[src/rtl/pwr_pkg.sv]
package pwr_pkg;

  typedef enum logic [2:0] {
    PS_C0 = 3'd0,
    PS_C1 = 3'd1,
    PS_C2 = 3'd2,
    PS_S1 = 3'd3,
    PS_S3 = 3'd4,
    PS_S4 = 3'd5,
    PS_S5 = 3'd6,
    PS_G3 = 3'd7
  } pstate_t;

  localparam int WAKE_SRCS = 4;  // button, ring, lan, rtc

  function automatic logic is_running(pstate_t s);
    return (s == PS_C0) || (s == PS_C1) || (s == PS_C2);
  endfunction

  function automatic logic plane_off(pstate_t s);
    return (s == PS_S3) || (s == PS_S4) || (s == PS_S5) || (s == PS_G3);
  endfunction

  // Maps the sleep type code to its target; PS_C0 marks an unused code.
  function automatic pstate_t sleep_target(logic [2:0] typ);
    case (typ)
      3'd1:    return PS_S1;
      3'd3:    return PS_S3;
      3'd4:    return PS_S4;
      3'd5:    return PS_S5;
      default: return PS_C0;
    endcase
  endfunction

endpackage

[src/rtl/pwr_btn_guard.sv]
module pwr_btn_guard #(
  parameter int OVR_TICKS   = 4,
  parameter int SYNC_STAGES = 2
) (
  input  logic clk,
  input  logic rst_n,
  input  logic tick,
  input  logic btn_n_raw,
  output logic btn_press,
  output logic ovr_fire
);
  localparam int CW = $clog2(OVR_TICKS + 2);
  localparam logic [CW-1:0] LIMIT = CW'(OVR_TICKS);

  // Synchronizer stages plus one delay stage for edge detection.
  logic [SYNC_STAGES:0] shr;
  logic                 btn_s, btn_d;
  logic [CW-1:0]        held;

  always_ff @(posedge clk or negedge rst_n) begin
    if (!rst_n) shr <= '1;
    else        shr <= {shr[SYNC_STAGES-1:0], btn_n_raw};
  end

  assign btn_s     = shr[SYNC_STAGES-1];
  assign btn_d     = shr[SYNC_STAGES];
  assign btn_press = btn_d & ~btn_s;

  // Counts tick pulses while held; saturates one past the limit so it fires once.
  always_ff @(posedge clk or negedge rst_n) begin
    if (!rst_n)                    held <= '0;
    else if (btn_s)                held <= '0;
    else if (tick && held <= LIMIT) held <= held + 1'b1;
  end

  assign ovr_fire = tick & ~btn_s & (held == LIMIT);

endmodule

[src/rtl/pwr_wake_status.sv]
module pwr_wake_status #(
  parameter int W = 4
) (
  input  logic         clk,
  input  logic         rst_n,
  input  logic [W-1:0] set_vec,
  input  logic [W-1:0] clr_vec,
  output logic [W-1:0] sts
);
  always_ff @(posedge clk or negedge rst_n) begin
    if (!rst_n) sts <= '0;
    else        sts <= (sts & ~clr_vec) | set_vec;
  end
endmodule

[src/rtl/pwr_state_fsm.sv]
module pwr_state_fsm
  import pwr_pkg::*;
(
  input  logic                 clk,
  input  logic                 rst_n,
  input  logic                 halt_req,
  input  logic                 lvl2_rd,
  input  logic                 slp_en,
  input  logic [2:0]           slp_typ,
  input  logic                 brk_evt,
  input  logic                 stpclk_req,
  input  logic                 btn_press,
  input  logic                 ovr_fire,
  input  logic [WAKE_SRCS-1:0] wake_req,
  input  logic                 pwr_good,
  input  logic                 pwr_fail,
  input  logic                 after_loss_off,
  input  logic                 irq_clr,
  output pstate_t              st,
  output logic                 ovr_lock,
  output logic                 wake_take,
  output logic [WAKE_SRCS-1:0] wake_set,
  output logic                 sleep_irq
);
  pstate_t               nxt, tgt;
  logic                  from_c1, nxt_from_c1, nxt_lock;
  logic [WAKE_SRCS-1:0]  hits;

  always_comb begin
    hits = wake_req;
    if (ovr_lock) hits[WAKE_SRCS-1:1] = '0;
    tgt         = sleep_target(slp_typ);
    nxt         = st;
    nxt_lock    = ovr_lock;
    nxt_from_c1 = from_c1;
    wake_take   = 1'b0;
    if (pwr_fail) begin
      nxt      = PS_G3;
      nxt_lock = 1'b0;
    end else if (st == PS_G3) begin
      if (pwr_good) nxt = after_loss_off ? PS_S5 : PS_C0;
    end else if (ovr_fire) begin
      nxt      = PS_S5;
      nxt_lock = 1'b1;
    end else begin
      case (st)
        PS_C0: begin
          if (slp_en && tgt != PS_C0) nxt = tgt;
          else if (lvl2_rd) begin
            nxt         = PS_C2;
            nxt_from_c1 = 1'b0;
          end else if (halt_req) nxt = PS_C1;
        end
        PS_C1: begin
          if (brk_evt) nxt = PS_C0;
          else if (stpclk_req) begin
            nxt         = PS_C2;
            nxt_from_c1 = 1'b1;
          end
        end
        PS_C2: begin
          if (brk_evt) nxt = PS_C0;
          else if (from_c1 && !stpclk_req) nxt = PS_C1;
        end
        default: begin
          if (|hits) begin
            nxt       = PS_C0;
            nxt_lock  = 1'b0;
            wake_take = 1'b1;
          end
        end
      endcase
    end
  end

  assign wake_set = wake_take ? hits : '0;

  always_ff @(posedge clk or negedge rst_n) begin
    if (!rst_n) begin
      st        <= PS_G3;
      ovr_lock  <= 1'b0;
      from_c1   <= 1'b0;
      sleep_irq <= 1'b0;
    end else begin
      st        <= nxt;
      ovr_lock  <= nxt_lock;
      from_c1   <= nxt_from_c1;
      sleep_irq <= (sleep_irq & ~irq_clr) | (btn_press & is_running(st));
    end
  end

endmodule

[src/rtl/sleep_state_ctrl.sv]
module sleep_state_ctrl
  import pwr_pkg::*;
#(
  parameter int OVR_TICKS   = 4,
  parameter int SYNC_STAGES = 2
) (
  input  logic       clk,
  input  logic       rst_n,
  input  logic       tick,
  input  logic       pwrbtn_n,
  input  logic       halt_req,
  input  logic       lvl2_rd,
  input  logic       slp_en,
  input  logic [2:0] slp_typ,
  input  logic       brk_evt,
  input  logic       stpclk_req,
  input  logic       wake_ri,
  input  logic       wake_lan,
  input  logic       wake_rtc,
  input  logic [2:0] wake_en,
  input  logic       pwr_good,
  input  logic       pwr_fail,
  input  logic       after_loss_off,
  input  logic       cpuslp_en,
  input  logic       irq_clr,
  input  logic [3:0] wsts_clr,
  output logic       slp_main_n,
  output logic       supply_on_n,
  output logic       stpclk,
  output logic       cpuslp,
  output logic       sleep_irq,
  output logic [2:0] state_o,
  output logic [3:0] wake_sts
);
  // Named internal events, also used by the bound checker.
  logic                 btn_press;
  logic                 ovr_fire;
  logic                 ovr_lock;
  logic                 wake_take;
  logic [WAKE_SRCS-1:0] wake_req;
  logic [WAKE_SRCS-1:0] wake_set;
  pstate_t              st;

  assign wake_req = {wake_rtc & wake_en[2], wake_lan & wake_en[1],
                     wake_ri & wake_en[0], btn_press};

  pwr_btn_guard #(.OVR_TICKS(OVR_TICKS), .SYNC_STAGES(SYNC_STAGES)) u_btn (
    .clk       (clk),
    .rst_n     (rst_n),
    .tick      (tick),
    .btn_n_raw (pwrbtn_n),
    .btn_press (btn_press),
    .ovr_fire  (ovr_fire)
  );

  pwr_state_fsm u_fsm (
    .clk            (clk),
    .rst_n          (rst_n),
    .halt_req       (halt_req),
    .lvl2_rd        (lvl2_rd),
    .slp_en         (slp_en),
    .slp_typ        (slp_typ),
    .brk_evt        (brk_evt),
    .stpclk_req     (stpclk_req),
    .btn_press      (btn_press),
    .ovr_fire       (ovr_fire),
    .wake_req       (wake_req),
    .pwr_good       (pwr_good),
    .pwr_fail       (pwr_fail),
    .after_loss_off (after_loss_off),
    .irq_clr        (irq_clr),
    .st             (st),
    .ovr_lock       (ovr_lock),
    .wake_take      (wake_take),
    .wake_set       (wake_set),
    .sleep_irq      (sleep_irq)
  );

  pwr_wake_status #(.W(WAKE_SRCS)) u_wsts (
    .clk     (clk),
    .rst_n   (rst_n),
    .set_vec (wake_set),
    .clr_vec (wsts_clr),
    .sts     (wake_sts)
  );

  assign state_o     = st;
  assign slp_main_n  = ~plane_off(st);
  assign supply_on_n = plane_off(st);
  assign stpclk      = (st == PS_C2) || (st == PS_S1);
  assign cpuslp      = (st == PS_S1) && cpuslp_en;

endmodule

[config.mk]
export PLATFORM = sky130hd
export DESIGN_NAME = sleep_state_ctrl
export DESIGN_NICKNAME = d
export VERILOG_FILES = /design/src/rtl/pwr_pkg.sv /design/src/rtl/pwr_btn_guard.sv /design/src/rtl/pwr_wake_status.sv /design/src/rtl/pwr_state_fsm.sv /design/src/rtl/sleep_state_ctrl.sv
export SDC_FILE = /design/constraint.sdc
export NUM_CORES = 1
export LEC_CHECK = 0
export BUFFER_PORTS_ARGS = -buffer_cell sky130_fd_sc_hd__buf_2
export CAP_MARGIN = 20
export CELL_PAD_IN_SITES_DETAIL_PLACEMENT = 1
export CELL_PAD_IN_SITES_GLOBAL_PLACEMENT = 1
export CORE_ASPECT_RATIO = 1.5
export CORE_MARGIN = 2
export CORE_UTILIZATION = 35
export DETAILED_ROUTE_END_ITERATION = 16
export GPL_ROUTABILITY_DRIVEN = 0
export PLACE_DENSITY_LB_ADDON = 0.1
export REMOVE_ABC_BUFFERS = 1
export SKIP_CTS_REPAIR_TIMING = 1
export SLEW_MARGIN = 40
export SYNTH_ARGS = -nofsm -noshare
export SYNTH_HDL_FRONTEND = slang
export SYNTH_SLANG_ARGS = --single-unit
[constraint.sdc]
create_clock -name clk -period 2.7 [get_ports clk]
set_input_delay 0.405 -clock clk [delete_from_list [all_inputs] [get_ports clk]]
set_output_delay 0.405 -clock clk [all_outputs]
set_load 0.02 [all_outputs]
== Word-level counts from Yosys, hierarchy flattened ==
Cells that the tools add are included.

* Register bits after elaboration: 16
* Input bits: 27

* $add $sub $neg: 1
* Magnitude comparators: 1
* Eq/ne operators: 22
* Muxes and demuxes: 34
* Bitwise operators: 18
* Reduce and logical (&&, ||, !) cells: 22

{| class="wikitable"
|+ Operators by type and width
! kind !! number
|-
| two-way mux 3 bit || 16
|-
| == test 3 bit (second input constant) || 7
|-
| two-way mux 1 bit || 14
|-
| case mux 3 bit (4 select lines) || 1
|-
| != test 2 bit (second input constant) || 5
|-
| == test 3 x 2 -> 1 bit (second input constant) || 3
|-
| case mux 3 bit (3 select lines) || 1
|-
| bitwise AND 1 bit || 8
|-
| AND reduction 8 bit || 1
|-
| != test 7 x 6 -> 1 bit (second input constant) || 1
|-
| nonzero test 7 bit || 1
|-
| == test 3 x 1 -> 1 bit (second input constant) || 2
|-
| logical OR 1 bit || 6
|-
| != test 6 x 5 -> 1 bit (second input constant) || 1
|-
| != test 6 bit (second input constant) || 1
|-
| inverter 1 bit || 6
|-
| nonzero test 3 bit || 2
|-
| AND reduction 5 bit || 1
|-
| bitwise AND 4 bit || 1
|-
| logical AND 1 bit || 4
|-
| two-way mux 4 bit || 1
|-
| inverter 4 bit || 1
|-
| OR 4 bit || 1
|-
| nonzero test 2 bit || 2
|-
| other kinds (11) || 11
|}

== Depth between registers and ports, before layout ==
* Depth in word-level cells: 10
* Gate-level depth with buffers: 8
* Depth with buffers taken out: 7

== Hierarchy ==
Synthesis repeated with hierarchy kept, for this count alone.

* Cell total of the unflattened synthesis: 123
* Area, all modules: 1101.1 um^2

{| class="wikitable"
|+ By module, submodules not included
! module !! times used !! cells each !! area each (um^2) !! seq. area each (um^2)
|-
| pwr_state_fsm || 1 || 81 || 620.6 || 153.9
|-
| pwr_btn_guard || 1 || 23 || 290.3 || 153.9
|-
| pwr_wake_status || 1 || 12 || 145.1 || 100.1
|-
| sleep_state_ctrl || 1 || 7 || 45.0 || 0.0
|}

== Least setup slack after synthesis ==
OpenSTA, ideal clock, no wires.

* Kind: register to register
* Start: register u_fsm.st[2]
* End: register u_fsm.st[0]
* Data arrival time: 1.815 ns
* Required time: 2.618 ns
* Setup slack: 0.803 ns
* Stages on the path, launching flop included: 6
* Cell sequence: dfstp_2 > buf_2 > inv_1 > a32o_2 > a211oi_4 > mux2_4

* Word-level cells in the longest chain between the ends: 5
* Elaborated cells between the ends (all ways): 14
* Classes of those cells: eq/ne: 7; mux: 4; reduce/logical: 3

{| class="wikitable"
|+ RTL lines
! element !! line !! RTL
|-
| start, declared || pwr_state_fsm.sv:19 || <nowiki>output pstate_t st,</nowiki>
|-
| start signal, assigned || pwr_state_fsm.sv:85 || <nowiki>st <= nxt;</nowiki>
|-
| == test 3 x 2 -> 1 bit, or another cell as far along || pwr_state_fsm.sv:46 || <nowiki>case (st)</nowiki>
|-
| case mux 3 bit (3 select lines) || pwr_state_fsm.sv:46 ||
|-
| two-way mux 3 bit || pwr_state_fsm.sv:42 || <nowiki>end else if (ovr_fire) begin</nowiki>
|-
| two-way mux 3 bit || pwr_state_fsm.sv:40 || <nowiki>end else if (st == PS_G3) begin</nowiki>
|-
| two-way mux 3 bit || pwr_state_fsm.sv:37 || <nowiki>if (pwr_fail) begin</nowiki>
|}

Several ways; a longest one is shown, not always the timed one.
A chain may end at the register's enable or synchronous reset.

== Final worst setup path ==
* Start: register u_btn.held[0]
* End: register u_fsm.st[0]

* Word-level cells in the longest chain between the ends: 5
* Elaborated cells between the ends (all ways): 10
* Classes of those cells: eq/ne: 4; mux: 3; bitwise: 1; reduce/logical: 2

{| class="wikitable"
|+ RTL lines
! element !! line !! RTL
|-
| start, declared || pwr_btn_guard.sv:18 || <nowiki>logic [CW-1:0] held;</nowiki>
|-
| start signal, assigned || pwr_btn_guard.sv:33 || <nowiki>else if (tick && held <= LIMIT) held <= held + 1'b1;</nowiki>
|-
| == test 3 bit (*) || pwr_btn_guard.sv:36 || <nowiki>assign ovr_fire = tick & ~btn_s & (held == LIMIT);</nowiki>
|-
| bitwise AND 1 bit (*) || pwr_btn_guard.sv:36 ||
|-
| branches (longest 3 deep; another with != test 7 x 6 -> 1 bit) || n/a ||
|}

Mark *: on every way between the ends.

==> results.py <==
metrics = {
    "logic_synthesis": {
        "synth_async_sr_flop_share_pct": 100,
        "synth_edf_count": 0,
        "synth-seq-cells": 16,
        "synthCells": 111,
        "yosys_most_used_dff": "dfrtp_1",
        "synth_area_per_cell_um2": 9.32,
        "synth_cell_types": 44,
        "ys_warn_count": 0,
        "netlist_area_um2": 1030,
        "seq_area_frac_synth_pct": 39.4,
    },
    "power": {
        "ir_drop_v": 0.000390,
        "power_density_nw_per_um2": 773,
        "p_leak_nw": 0.634,
    },
    "cells_and_area": {
        "finish.utilization_pct": 45.5,
        "final_common_cell": "buf_2",
        "layout.nets": 179,
        "n_antenna_cell": 0,
        "syn_to_final_growth_pct": 25.4,
        "layout_common_cells": "buf_2, inv_1, nor2_1, dfrtp_1, nand2_1",
        "fin_cells": 188,
        "drive_gt1_share_pct": 36.9,
    },
    "sta": {
        "finClkSkew_ps": 1.98,
        "period_minus_slack_ps": 2050,
        "rsz0062_at_grt": "false",
        "hold_violations": 0,
        "whs_ps": 56.6,
        "finalSetupViolCount": 0,
        "tns_ps": 0,
        "max_freq_ghz": 0.488,
        "fin_crit_sh_pct": 76.0,
        "relSlewSlack_pct": 73.4,
        "worst_pin_slew_ps": 395,
        "layout_setup_ws_ps": 649,
        "drv_slew": 0,
    },
    "worst_setup_path": {
        "crit_required_ps": 2880,
        "criticalPathCategory": "reg2reg",
        "path_max_fanout": 5,
        "cp.arrival_ps": 2230,
        "cp-start-kind": "flip-flop",
        "critPathCaptureType": "flip-flop",
    },
    "floorplanning": {
        "die_y_um": 70.6,
        "die_w_um": 48.4,
        "io_pins": 39,
        "dieArea_um2": 3420,
        "placementRows": 24,
        "start_util_pct": 36.3,
        "core_area_um2": 2850,
    },
    "route": {
        "post_drt_wl_per_cell_um": 15.1,
        "drc": 0,
        "drt_iter0_drc": 15,
        "ant_nets": 0,
        "wirelength_mm": 2.83,
        "vias": 982,
        "via_per_inst": 5.22,
        "drt_first_pass_iters": 4,
    },
    "placement": {
        "pre_cts_slack_ps": 659,
        "place_inst": 184,
        "port_buffers": 38,
        "dp_hpwl_mm": 2.30,
    },
    "clock_tree": {
        "cts-buffers-inserted": 3,
        "cts.sinks": 16,
        "cts-root-buf": "clkbuf_8",
        "cts_htree_levels": 1,
        "cts_tree": "built",
        "clk_path_buf_depth": 2,
        "path_clk_slew_ps": 60,
        "clock_latency_ps": 250,
    },
    "global_routing": {
        "grt_pass1_wl_mm": 4.89,
        "grt_max_degree": 17,
        "grt_antenna_before_repair": 0,
        "grt_use_total_pct": 18.3,
        "first_global_vias": 1099,
        "grt_remaining_overflow": 0,
    },
    "hold_path": {
        "hold_class": "in2async",
    },
    "outcome": {
        "status": "finished, final reports clean",
    },
    "job": {
        "maxCapViolCount": 0,
    },
}
==> per-layer routing <==
layer / track usage [%] / part of all wire, %
met5: 0 / 0
met2: 35.2 / 53
met3: 3.16 / 5.1
met4: 8.57 / 2.4
met1: 19.0 / 39
==> registers in the layout (all words and copies together) (netlist names) <==
signal	cells
u_wsts.sts	4
u_btn.held	3
u_btn.shr	3
u_fsm.st	3
u_fsm.from_c1	1
u_fsm.ovr_lock	1
u_fsm.sleep_irq	1
==> critical path: stages (launching register included) <==
cell and delay [ps]:
dfrtp_1 380, inv_1 100, ha_1 220, nand4b_1 280
o211ai_2 230, nor3_2 110, a211oi_4 320, mux2_4 330
==> Yosys cell counts, types with 3 or more instances <==
library cell / count / area share, %
o31ai_1: 3 / 2.2
and2b_1: 3 / 2.2
nand2_1: 7 / 2.5
nand3_1: 4 / 1.9
o21ai_0: 5 / 2.4
dfstp_2: 6 / 15
o32ai_1: 3 / 2.5
nor2_1: 10 / 3.6
nor3_1: 3 / 1.5
inv_1: 14 / 5.1
dfrtp_1: 10 / 24
o22ai_1: 3 / 1.8
a21oi_1: 3 / 1.5
==> per-stage QoR <==
stage	area, µm²	total power [W]
final	1300	0.00100
after global routing	1300	0.00107
after CTS	1300	0.00102
after detailed placement	1240	0.000799
after global placement	1240	0.000789
after floorplan	1000	0.000642
==> layout make-up <==
class	instances	area (µm²)
sequential	16	408
clock buffer	4	55.1
fill	358	1560
timing repair buffer	38	190
multi-input combinational	77	543
inverter	14	52.6
tap	39	48.8
==> worst paths after layout <==
| kind | start | endpoint | slack, ps | cells past startpoint |
|---|---|---|---|---|
| max | u_btn.held[0]$_DFFE_PN0P_ | u_fsm.st[0]$_DFFE_PN1P_ | 650 | 7 |
| min | rst_n | u_wsts.sts[3]$_DFF_PN0_ | 60 | 1 |
| max reg2reg | u_btn.held[0]$_DFFE_PN0P_ | u_fsm.st[0]$_DFFE_PN1P_ | 650 | 7 |
| min reg2reg | u_btn.shr[0]$_DFF_PN1_ | u_btn.shr[1]$_DFF_PN1_ | 360 | 0 |
| max in group asynchronous | rst_n | u_btn.shr[0]$_DFF_PN1_ | 2330 | 1 |
| min in group clk | pwrbtn_n | u_btn.shr[0]$_DFF_PN1_ | 250 | 1 |
==> power breakdown <==
group / total, W / internal, W / switching (W)
sequential: 0.000377 / 0.000301 / 0.0000764
clock: 0.000212 / 0.000129 / 0.0000825
combinational: 0.000414 / 0.000173 / 0.000241
total: 0.00100 / 0.000603 / 0.000400
==> kinds of logic (layout without fill, tap and decap cells) <==
| kind of cell | count (synthesis) | after routing | synth area share, % |
|---|---|---|---|
| and+or+nand+nor | 39 | 39 | 20.7 |
| AOI/OAI and AO/OA | 30 | 30 | 22.9 |
| buffers and inverters | 18 | 56 | 8.10 |
| DFF | 16 | 16 | 39.4 |
| muxes | 4 | 4 | 4.84 |
| adders and majority gates | 2 | 2 | 2.42 |
| xor gates and xnor gates | 2 | 2 | 1.69 |
No activity file was read; power rests on OpenSTA's default activity.
